--- config.mk ---
export PLATFORM = sky130hd
export DESIGN_NAME = alias_scan_tester
export DESIGN_NICKNAME = d
export VERILOG_FILES = /design/src/rtl/alias_scan_pkg.sv /design/src/rtl/alias_scan_pattern.sv /design/src/rtl/alias_scan_capture.sv /design/src/rtl/alias_scan_fsm.sv /design/src/rtl/alias_scan_tester.sv
export SDC_FILE = /design/constraint.sdc
export NUM_CORES = 1
export LEC_CHECK = 0
export ABC_CLOCK_PERIOD_IN_PS = 2300
export BUFFER_PORTS_ARGS = -buffer_cell sky130_fd_sc_hd__buf_2
export CAP_MARGIN = 15
export CORE_MARGIN = 3
export CORE_UTILIZATION = 46
export CTS_CLUSTER_DIAMETER = 50
export DETAILED_ROUTE_END_ITERATION = 16
export PLACE_DENSITY = 0.77
export SKIP_CTS_REPAIR_TIMING = 1
export SYNTH_ARGS = -nofsm -noshare
export SYNTH_HDL_FRONTEND = slang
export SYNTH_SLANG_ARGS = --single-unit
export TNS_END_PERCENT = 50
--- constraint.sdc ---
create_clock -name clk -period 2.3 [get_ports clk]
set_clock_uncertainty 0.1 [all_clocks]
set_input_delay 0 -clock clk [delete_from_list [all_inputs] [get_ports clk]]
set_output_delay 0 -clock clk [all_outputs]
set_load 0.02 [all_outputs]
--- src/rtl/alias_scan_pkg.sv ---
package alias_scan_pkg;
  localparam logic [31:0] REF_WORD  = 32'h9BAB55AA;
  localparam logic [31:0] BASE_WORD = 32'h6454AA55;

  typedef enum logic [2:0] {
    ST_IDLE, ST_W0, ST_WN, ST_R0, ST_RN, ST_FIN
  } seq_state_t;

  localparam logic [1:0] KIND_NONE = 2'b00;
  localparam logic [1:0] KIND_ZERO = 2'b01;
  localparam logic [1:0] KIND_READ = 2'b10;
endpackage

--- src/rtl/alias_scan_pattern.sv ---
module alias_scan_pattern #(
  parameter int ADDR_W = 16,
  parameter int DATA_W = 32
) (
  input  logic [ADDR_W-1:0] addr_i,
  output logic [DATA_W-1:0] word_o
);
  import alias_scan_pkg::*;
  always_comb begin
    word_o = DATA_W'(BASE_WORD) ^ DATA_W'(addr_i);
  end
endmodule

--- src/rtl/alias_scan_capture.sv ---
module alias_scan_capture #(
  parameter int ADDR_W = 16,
  parameter int DATA_W = 32
) (
  input  logic              clk,
  input  logic              rst_n,
  input  logic              clr_i,
  input  logic              en_i,
  input  logic [1:0]        kind_i,
  input  logic [ADDR_W-1:0] addr_i,
  input  logic [DATA_W-1:0] exp_i,
  input  logic [DATA_W-1:0] got_i,
  output logic              fail_o,
  output logic [1:0]        kind_o,
  output logic [ADDR_W-1:0] addr_o,
  output logic [DATA_W-1:0] exp_o,
  output logic [DATA_W-1:0] got_o
);
  logic              fail_d;
  logic [1:0]        kind_d;
  logic [ADDR_W-1:0] addr_d;
  logic [DATA_W-1:0] exp_d, got_d;

  always_comb begin
    fail_d = fail_o;
    kind_d = kind_o;
    addr_d = addr_o;
    exp_d  = exp_o;
    got_d  = got_o;
    if (clr_i) begin
      fail_d = 1'b0;
      kind_d = '0;
      addr_d = '0;
      exp_d  = '0;
      got_d  = '0;
    end else if (en_i && !fail_o) begin
      fail_d = 1'b1;
      kind_d = kind_i;
      addr_d = addr_i;
      exp_d  = exp_i;
      got_d  = got_i;
    end
  end

  always_ff @(posedge clk or negedge rst_n) begin
    if (!rst_n) begin
      fail_o <= 1'b0;
      kind_o <= '0;
      addr_o <= '0;
      exp_o  <= '0;
      got_o  <= '0;
    end else begin
      fail_o <= fail_d;
      kind_o <= kind_d;
      addr_o <= addr_d;
      exp_o  <= exp_d;
      got_o  <= got_d;
    end
  end

  // captured record frozen until a clear
  p_fields_hold_r8: assert property (@(posedge clk) disable iff (!rst_n)
    fail_o && !clr_i |=> fail_o && $stable(kind_o) && $stable(addr_o)
                         && $stable(exp_o) && $stable(got_o));
  // a latched failure always carries one of the two codes
  p_kind_legal_r4: assert property (@(posedge clk) disable iff (!rst_n)
    fail_o |-> (kind_o == 2'b01 || kind_o == 2'b10));
  // readback failures record a nonzero address
  p_read_addr_r5: assert property (@(posedge clk) disable iff (!rst_n)
    fail_o && kind_o == 2'b10 |-> addr_o != '0);
endmodule

--- src/rtl/alias_scan_fsm.sv ---
module alias_scan_fsm #(
  parameter int ADDR_W = 16,
  parameter int DATA_W = 32
) (
  input  logic              clk,
  input  logic              rst_n,
  input  logic              start_i,
  input  logic [ADDR_W-1:0] limit_i,
  input  logic [DATA_W-1:0] pat_i,
  output logic [ADDR_W-1:0] cur_o,
  output logic              req_o,
  output logic              we_o,
  output logic [ADDR_W-1:0] addr_o,
  output logic [DATA_W-1:0] wdata_o,
  input  logic              ack_i,
  input  logic [DATA_W-1:0] rdata_i,
  output logic              done_o,
  output logic              clr_o,
  output logic              cap_en_o,
  output logic [1:0]        cap_kind_o,
  output logic [DATA_W-1:0] cap_exp_o
);
  import alias_scan_pkg::*;
  localparam logic [DATA_W-1:0] REF_W = DATA_W'(REF_WORD);

  seq_state_t        state_q, state_d;
  logic [ADDR_W-1:0] cur_q, cur_d, limit_q, limit_d;
  logic              done_d, start_ok;

  assign cur_o    = cur_q;
  assign start_ok = start_i && (state_q == ST_IDLE || state_q == ST_FIN);
  assign clr_o    = start_ok;

  always_comb begin
    state_d    = state_q;
    cur_d      = cur_q;
    limit_d    = limit_q;
    done_d     = done_o;
    cap_en_o   = 1'b0;
    cap_kind_o = KIND_NONE;
    cap_exp_o  = '0;
    case (state_q)
      ST_IDLE, ST_FIN: begin
        if (start_ok) begin
          state_d = ST_W0;
          done_d  = 1'b0;
          limit_d = limit_i;
          cur_d   = ADDR_W'(1);
        end
      end
      ST_W0: if (ack_i) begin
        if (limit_q == '0) begin
          state_d = ST_FIN;
          done_d  = 1'b1;
        end else begin
          state_d = ST_WN;
        end
      end
      ST_WN: if (ack_i) state_d = ST_R0;
      ST_R0: if (ack_i) begin
        if (rdata_i != REF_W) begin
          cap_en_o   = 1'b1;
          cap_kind_o = KIND_ZERO;
          cap_exp_o  = REF_W;
          state_d    = ST_FIN;
          done_d     = 1'b1;
        end else begin
          state_d = ST_RN;
        end
      end
      ST_RN: if (ack_i) begin
        if (rdata_i != pat_i) begin
          cap_en_o   = 1'b1;
          cap_kind_o = KIND_READ;
          cap_exp_o  = pat_i;
          state_d    = ST_FIN;
          done_d     = 1'b1;
        end else if (cur_q == limit_q) begin
          state_d = ST_FIN;
          done_d  = 1'b1;
        end else begin
          cur_d   = cur_q + ADDR_W'(1);
          state_d = ST_WN;
        end
      end
      default: state_d = ST_IDLE;
    endcase
  end

  always_comb begin
    req_o   = (state_q == ST_W0) || (state_q == ST_WN) ||
              (state_q == ST_R0) || (state_q == ST_RN);
    we_o    = (state_q == ST_W0) || (state_q == ST_WN);
    addr_o  = (state_q == ST_W0 || state_q == ST_R0) ? '0 : cur_q;
    wdata_o = (state_q == ST_W0) ? REF_W : pat_i;
  end

  always_ff @(posedge clk or negedge rst_n) begin
    if (!rst_n) begin
      state_q <= ST_IDLE;
      cur_q   <= '0;
      limit_q <= '0;
      done_o  <= 1'b0;
    end else begin
      state_q <= state_d;
      cur_q   <= cur_d;
      limit_q <= limit_d;
      done_o  <= done_d;
    end
  end

  // request fields steady until acknowledged
  p_req_hold_r9: assert property (@(posedge clk) disable iff (!rst_n)
    req_o && !ack_i |=> req_o && $stable(we_o) && $stable(addr_o) && $stable(wdata_o));
  // no bus activity once finished
  p_quiet_when_done_r6: assert property (@(posedge clk) disable iff (!rst_n)
    done_o |-> !req_o);
  // accepted start leads to the reference write at address 0
  p_first_write_r2: assert property (@(posedge clk) disable iff (!rst_n)
    start_ok |=> req_o && we_o && addr_o == '0 && wdata_o == REF_W);
  // scanned addresses never pass the latched limit
  p_scan_range_r3: assert property (@(posedge clk) disable iff (!rst_n)
    req_o && addr_o != '0 |-> addr_o <= limit_q);
endmodule

--- src/rtl/alias_scan_tester.sv ---
module alias_scan_tester #(
  parameter int ADDR_W = 16,
  parameter int DATA_W = 32
) (
  input  logic              clk,
  input  logic              rst_n,
  input  logic              start,
  input  logic [ADDR_W-1:0] scan_limit,
  output logic              mem_req,
  output logic              mem_we,
  output logic [ADDR_W-1:0] mem_addr,
  output logic [DATA_W-1:0] mem_wdata,
  input  logic              mem_ack,
  input  logic [DATA_W-1:0] mem_rdata,
  output logic              done,
  output logic              fail,
  output logic [1:0]        fail_kind,
  output logic [ADDR_W-1:0] fail_addr,
  output logic [DATA_W-1:0] fail_exp,
  output logic [DATA_W-1:0] fail_got
);
  logic [ADDR_W-1:0] cur;
  logic [DATA_W-1:0] pat, cap_exp;
  logic              clr, cap_en;
  logic [1:0]        cap_kind;

  alias_scan_pattern #(.ADDR_W(ADDR_W), .DATA_W(DATA_W)) u_pat (
    .addr_i(cur), .word_o(pat)
  );

  alias_scan_fsm #(.ADDR_W(ADDR_W), .DATA_W(DATA_W)) u_fsm (
    .clk(clk), .rst_n(rst_n), .start_i(start), .limit_i(scan_limit),
    .pat_i(pat), .cur_o(cur), .req_o(mem_req), .we_o(mem_we),
    .addr_o(mem_addr), .wdata_o(mem_wdata), .ack_i(mem_ack),
    .rdata_i(mem_rdata), .done_o(done), .clr_o(clr), .cap_en_o(cap_en),
    .cap_kind_o(cap_kind), .cap_exp_o(cap_exp)
  );

  alias_scan_capture #(.ADDR_W(ADDR_W), .DATA_W(DATA_W)) u_cap (
    .clk(clk), .rst_n(rst_n), .clr_i(clr), .en_i(cap_en),
    .kind_i(cap_kind), .addr_i(cur), .exp_i(cap_exp), .got_i(mem_rdata),
    .fail_o(fail), .kind_o(fail_kind), .addr_o(fail_addr),
    .exp_o(fail_exp), .got_o(fail_got)
  );

  // a failure always comes with done
  p_fail_has_done_r6: assert property (@(posedge clk) disable iff (!rst_n)
    fail |-> done);
endmodule

## Yosys cells after proc, flatten, opt, wreduce, memory -nomap -nowiden

Index checks and enable logic that the tools add are counted.

- Flip-flop bits (word level): 119

- Add/subtract/negate cells: 1
- Eq/ne operators: 18
- Multiplexer cells: 51
- Bitwise gates (word level): 1
- Reductions and logical operators: 18

Operators with widths:

| cell | count |
|---|---|
| 32-bit 2-to-1 mux | 8 |
| 16-bit 2-to-1 mux | 7 |
| 32-bit case mux with 2 select lines | 1 |
| 32-bit by 31-bit inequality test with 1-bit output | 1 |
| 32-bit inequality test, second input constant | 1 |
| 16-bit case mux with 2 select lines | 1 |
| 31-bit 2-to-1 mux | 1 |
| 3-bit 2-to-1 mux | 8 |
| 16-bit by 1-bit adder with 16-bit output, second input constant | 1 |
| 16-bit == test | 1 |
| 16-bit logical NOT | 1 |
| 1-bit 2-to-1 mux | 16 |
| 3-bit case mux with 5 select lines | 1 |
| 2-bit inequality test, second input constant | 7 |
| 8-bit inverter with 14-bit output | 1 |
| 2-bit 2-to-1 mux | 5 |
| 5-bit AND reduction | 2 |
| 8-bit AND reduction | 1 |
| 3-bit by 2-bit == test with 1-bit output, second input constant | 2 |
| 3-bit == test, second input constant | 2 |
| 1-bit logical OR | 5 |
| 2-bit by 1-bit inequality test with 1-bit output, second input constant | 2 |
| 1-bit case mux with 4 select lines | 1 |
| 2-bit case mux with 2 select lines | 1 |
| other kinds (10) | 12 |

## Logic depth before layout (Yosys ltp)

- Depth after elaboration: 8
- Depth in mapped cells: 10
- Mapped depth without buffers: 6

## Modules after synthesis

From an unflattened synthesis, not the netlist that was laid out.

- Cell total of the unflattened synthesis: 795
- Area, all modules: 7749.9 µm²

By module, submodules not included:

| module | times used | cells each | area an instance (µm²) |
|---|---|---|---|
| alias_scan_capture | 1 | 377 | 4416.7 |
| alias_scan_fsm | 1 | 384 | 3115.5 |
| alias_scan_pattern | 1 | 34 | 217.7 |

## Worst setup path after synthesis

No wires, ideal clock.

- Kind: register to register
- Start point: reg u_fsm.cur_q[3] (netlist: u_fsm.cur_o[3])
- End point: reg u_cap.got_o[11]
- Library setup time: 79 ps
- Arrival time: 2310 ps
- Data required time: 2121 ps
- Setup slack: -190 ps
- Stages on the path, launching flop included: 11
- Buffers on the path: 4
- Period minus slack after synthesis: 2490 ps
- Cells stage by stage: dfrtp_1 -> clkbuf_1 -> xnor2_1 -> nand4_1 -> or4_4 -> o211ai_4 -> and2b_1 -> buf_2 -> buf_6 -> buf_8 -> mux2i_1

- Longest elaborated chain between the ends: 6

Ends and longest elaborated chain:

| element | line | source |
|---|---|---|
| start, declared | alias_scan_fsm.sv:27 | `logic [ADDR_W-1:0] cur_q, cur_d, limit_q, limit_d;` |
| start signal, assigned | alias_scan_fsm.sv:106 | `cur_q <= cur_d;` |
| 32-bit by 31-bit inequality test with 1-bit output | alias_scan_fsm.sv:72 | `if (rdata_i != pat_i) begin` |
| 1-bit 2-to-1 mux | alias_scan_fsm.sv:72 |  |
| 1-bit 2-to-1 mux | alias_scan_fsm.sv:71 | `ST_RN: if (ack_i) begin` |
| 1-bit case mux with 2 select lines | alias_scan_fsm.sv:42 | `case (state_q)` |
| 1-bit logical AND | alias_scan_capture.sv:36 | `end else if (en_i && !fail_o) begin` |
| 2-bit nonzero test (no source line) | -- |  |
| end signal, assigned | alias_scan_capture.sv:57 | `got_o <= got_d;` |
| end, declared | alias_scan_capture.sv:17 | `output logic [DATA_W-1:0] got_o` |

No other way between the ends.
A chain may end at the register's enable or synchronous reset.

## Worst setup path in the final report

- Start point: reg u_fsm.cur_q[8] (netlist: u_fsm.cur_o[8])
- End point: reg u_cap.addr_o[7]

- Longest elaborated chain between the ends: 6

Ends and longest elaborated chain:

| element | line | source |
|---|---|---|
| 32-bit by 31-bit inequality test with 1-bit output | alias_scan_fsm.sv:72 |  |
| 1-bit 2-to-1 mux | alias_scan_fsm.sv:72 |  |
| 1-bit 2-to-1 mux | alias_scan_fsm.sv:71 |  |
| 1-bit case mux with 2 select lines | alias_scan_fsm.sv:42 |  |
| 1-bit logical AND | alias_scan_capture.sv:36 |  |
| 2-bit nonzero test (no source line) | -- |  |
| end signal, assigned | alias_scan_capture.sv:55 | `addr_o <= addr_d;` |
| end, declared | alias_scan_capture.sv:15 | `output logic [ADDR_W-1:0] addr_o,` |

No other way between the ends.

==> summary.txt <==
Logic synthesis
  – Synth Warn #: 0
  – Gate Count Post-Synth: 637
  – Sequential area share after synthesis: 45.6%
  – Syn Nets: 690
  – Syn_area_per_cell: 8.87 sq um
  – Share of flip-flops with an asynchronous set or reset: 100%
  – Leading area contributor after synthesis: dfrtp_1
  – Mapped cell area: 5650 sq um
  – Top cells by count, synth: 121 x nand2_1, 103 x dfrtp_1, 50 x inv_1, 50 x mux2i_1, 40 x nor2_1
  – Top FF cell, synth: dfrtp_1
  – Count of unique library cells instantiated by Yosys: 51
  – Synth area leaders: dfrtp_1 46%, mux2i_1 8.9%, nand2_1 8.0%, buf_4 4.7%, xor2_1 3.7%
  – EDFF count, synth: 0
  – Seq cells post-synth: 103
  – Most numerous cell in the Yosys netlist: nand2_1
  – Top cell type's share of synthesized area: between 40% and 50%

STA
  – Fin. max-slew vios: 0
  – Setup ws final: -0.124 ns
  – Final Critical Period: 2.42 ns
  – Maximum clock rate: 413 MHz
  – Final setup viols: 52
  – Hold slack: 0.0644 ns
  – Worst-Margin Slew: 0.769 ns
  – Endpoints failing hold: 0
  – Slew headroom: between 40% and 50%
  – RSZ-0062 raised after global routing: true
  – Setup TNS: -3.49 ns
  – Fin crit share: 105%

Critical path
  – FF-to-FF End: u_cap.addr_o[7]
  – Worst r2r path cells: 7
  – Crit path required time: approximately 2.5 ns
  – Signal arrival time at the worst endpoint: ~2.6 ns
  – Setup crit end kind: register
  – Worst r2r src: u_fsm.cur_o[8]
  – CP Class: reg -> reg
  – Reg2Reg Setup Slack: -0.12 ns
  – Crit Path Max Fanout: 8
  – CP Launch Type: register

Detailed routing
  – DR iter-0 viols: 576
  – Via count: 5628
  – DRT Pass-1 Iters: 6
  – Antenna-violating nets left: 0
  – DR WL/cell: 18.4 um
  – Drt via density: 5.46
  – Residual DRC: 0
  – Final WL: 19000 um

Placed design
  – Dpl hpwl: 13100 um
  – GP Congestion: 0.972
  – IO Port Bufs: 185

Hold path
  – Hold Crit Start: start
  – HP Class: in -> reg
  – Worst Hold Depth: 4
  – Worst hold endpoint: u_cap.fail_o

Floorplan
  – Core ar.: ~12000 sq um
  – Die Area: 13600 sq um
  – Die X: 117 um
  – I/O Pins: 186
  – Number of core rows: 39
  – Die height: 117 um
  – Initial core utilization: 48.2%

GRT
  – GRT overflow: 0
  – Largest net degree at the start of global routing: between 60 and 70
  – First-pass GRT wire length: around 26000 um
  – Overall Global Routing Usage: 24.7%
  – Vias in the first global route: 4969
  – Initial antenna violation count: 0

Power
  – Worst vdd ir: roughly 0.94 mV
  – Leak: 4.44 nW
  – Power density cells: 1100 nW/um^2

Run status
  – Failing checks: negative setup slack
  – Status: finished, violations left

Final layout
  – Final net count: 935
  – # diodes: 0
  – Fillers: 873
  – Area grow syn2layout: 40.4%
  – Share of layout cells above drive strength 1: roughly a third

Clock network
  – Clock latency on the worst-skew pair: around 0.34 ns
  – Number of H-tree levels: 3
  – Clk sink count: 103
  – Number of buffers created by CTS: 9
  – CTS tree: built
  – Clock transition at the registers of the reported paths: 0.08 ns
  – Root Driver: clkbuf_16
  – CTS Buffer Depth: 2

Job
  – Max Cap Viol: 0
==> cell families after synthesis <==
group	share of synthesized area (%)
AOI/OAI and AO/OA	7.82
muxes	8.86
buffers and inverters	11.1
adders and majority gates	0.221
xor gates and xnor gates	5.27
and+or+nand+nor	21.2
DFF	45.6
==> worst max-delay path: stages, from the launching register on <==
cell and delay (ns):
dfrtp_1 0.42, xnor2_2 0.17, nand4_1 0.14, or4_4 0.57, o211ai_4 0.18, and2b_4 0.33
clkbuf_16 0.22, mux2i_1 0.20
==> cells in the final DEF (no fill, tap or decap), types with 21 or more instances in the layout <==
cell type / instances
buf_2: 184
mux2i_1: 46
inv_1: 50
dlygate4sd3_1: 51
nand2_1: 121
buf_4: 61
xor2_1: 21
a21oi_1: 33
dfrtp_1: 97
nor2_1: 40
==> metal layers <==
layer	routed length [um]	share of wire [%]	vias to the layer above	track usage (%)
met4	328	1.7	0	5.58
met1	7790	41	2710	33.5
li1	-	-	2586	-
met5	0	0	-	0
met3	1550	8.1	28	5.24
met2	9330	49	304	41.1
==> area by class of cell <==
class                           count  area [sq um]  share of cell area [%]
Clock inverter                      6          67.6                   0.852
Multi-Input combinational cell    410          2580                    32.6
Clock buffer                       10           229                    2.89
Inverter                           51           195                    2.46
Sequential cell                   103          2580                    32.6
Timing Repair Buffer              307          2090                    26.4
Tap cell                          143           179                    2.26
==> state kept, by name (all words and copies together), names as in the netlist <==
register / cells
u_cap.exp_o: 18
u_fsm.cur_o: 16
u_fsm.state_q: 3
u_fsm.done_o: 1
u_cap.fail_o: 1
u_fsm.limit_q: 16
u_cap.got_o: 32
u_cap.addr_o: 16
==> worst max-delay path by stage <==
| stage | cells after the start | to | slack [ns] | startpoint |
|---|---|---|---|---|
| after global placement | 7 | u_fsm.cur_o[15] | -0.02 | u_fsm.cur_o[13] |
| after global routing | 7 | u_cap.addr_o[1] | -0.18 | u_fsm.cur_o[15] |
| after CTS | 7 | u_cap.addr_o[2] | -0.09 | u_fsm.cur_o[7] |
| after detailed placement | 7 | u_cap.got_o[28] | -0.06 | u_fsm.cur_o[13] |
| after floorplan | 10 | u_cap.got_o[11] | -0.14 | u_fsm.cur_o[11] |
| final | 7 | u_cap.addr_o[7] | -0.12 | u_fsm.cur_o[8] |
==> power by group <==
part / switching (mW) / leakage [nW] / internal [mW]
Sequential: 0.422 / 1.36 / 2.35
Clock: 0.697 / 0.139 / 0.851
Combinational: 2.76 / 2.94 / 1.62
Total: 3.88 / 4.44 / 4.82
==> per-stage QoR <==
step / cell area [sq um] / instances / total power [mW] / worst slack (ns) / util, %
6_report: 7930 / 1030 / 8.70 / -0.124 / 67.7
5_1_grt: 7930 / 1030 / 9.19 / -0.182 / 67.7
4_1_cts: 7140 / 967 / 8.44 / -0.0928 / 60.9
3_5_place_dp: 6840 / 951 / 6.90 / -0.0570 / 58.4
3_3_place_gp: 6840 / 951 / 6.82 / -0.0225 / 58.4
2_1_floorplan: 5690 / 637 / 5.67 / -0.137 / -
Power figures use the tool's default switching activity.
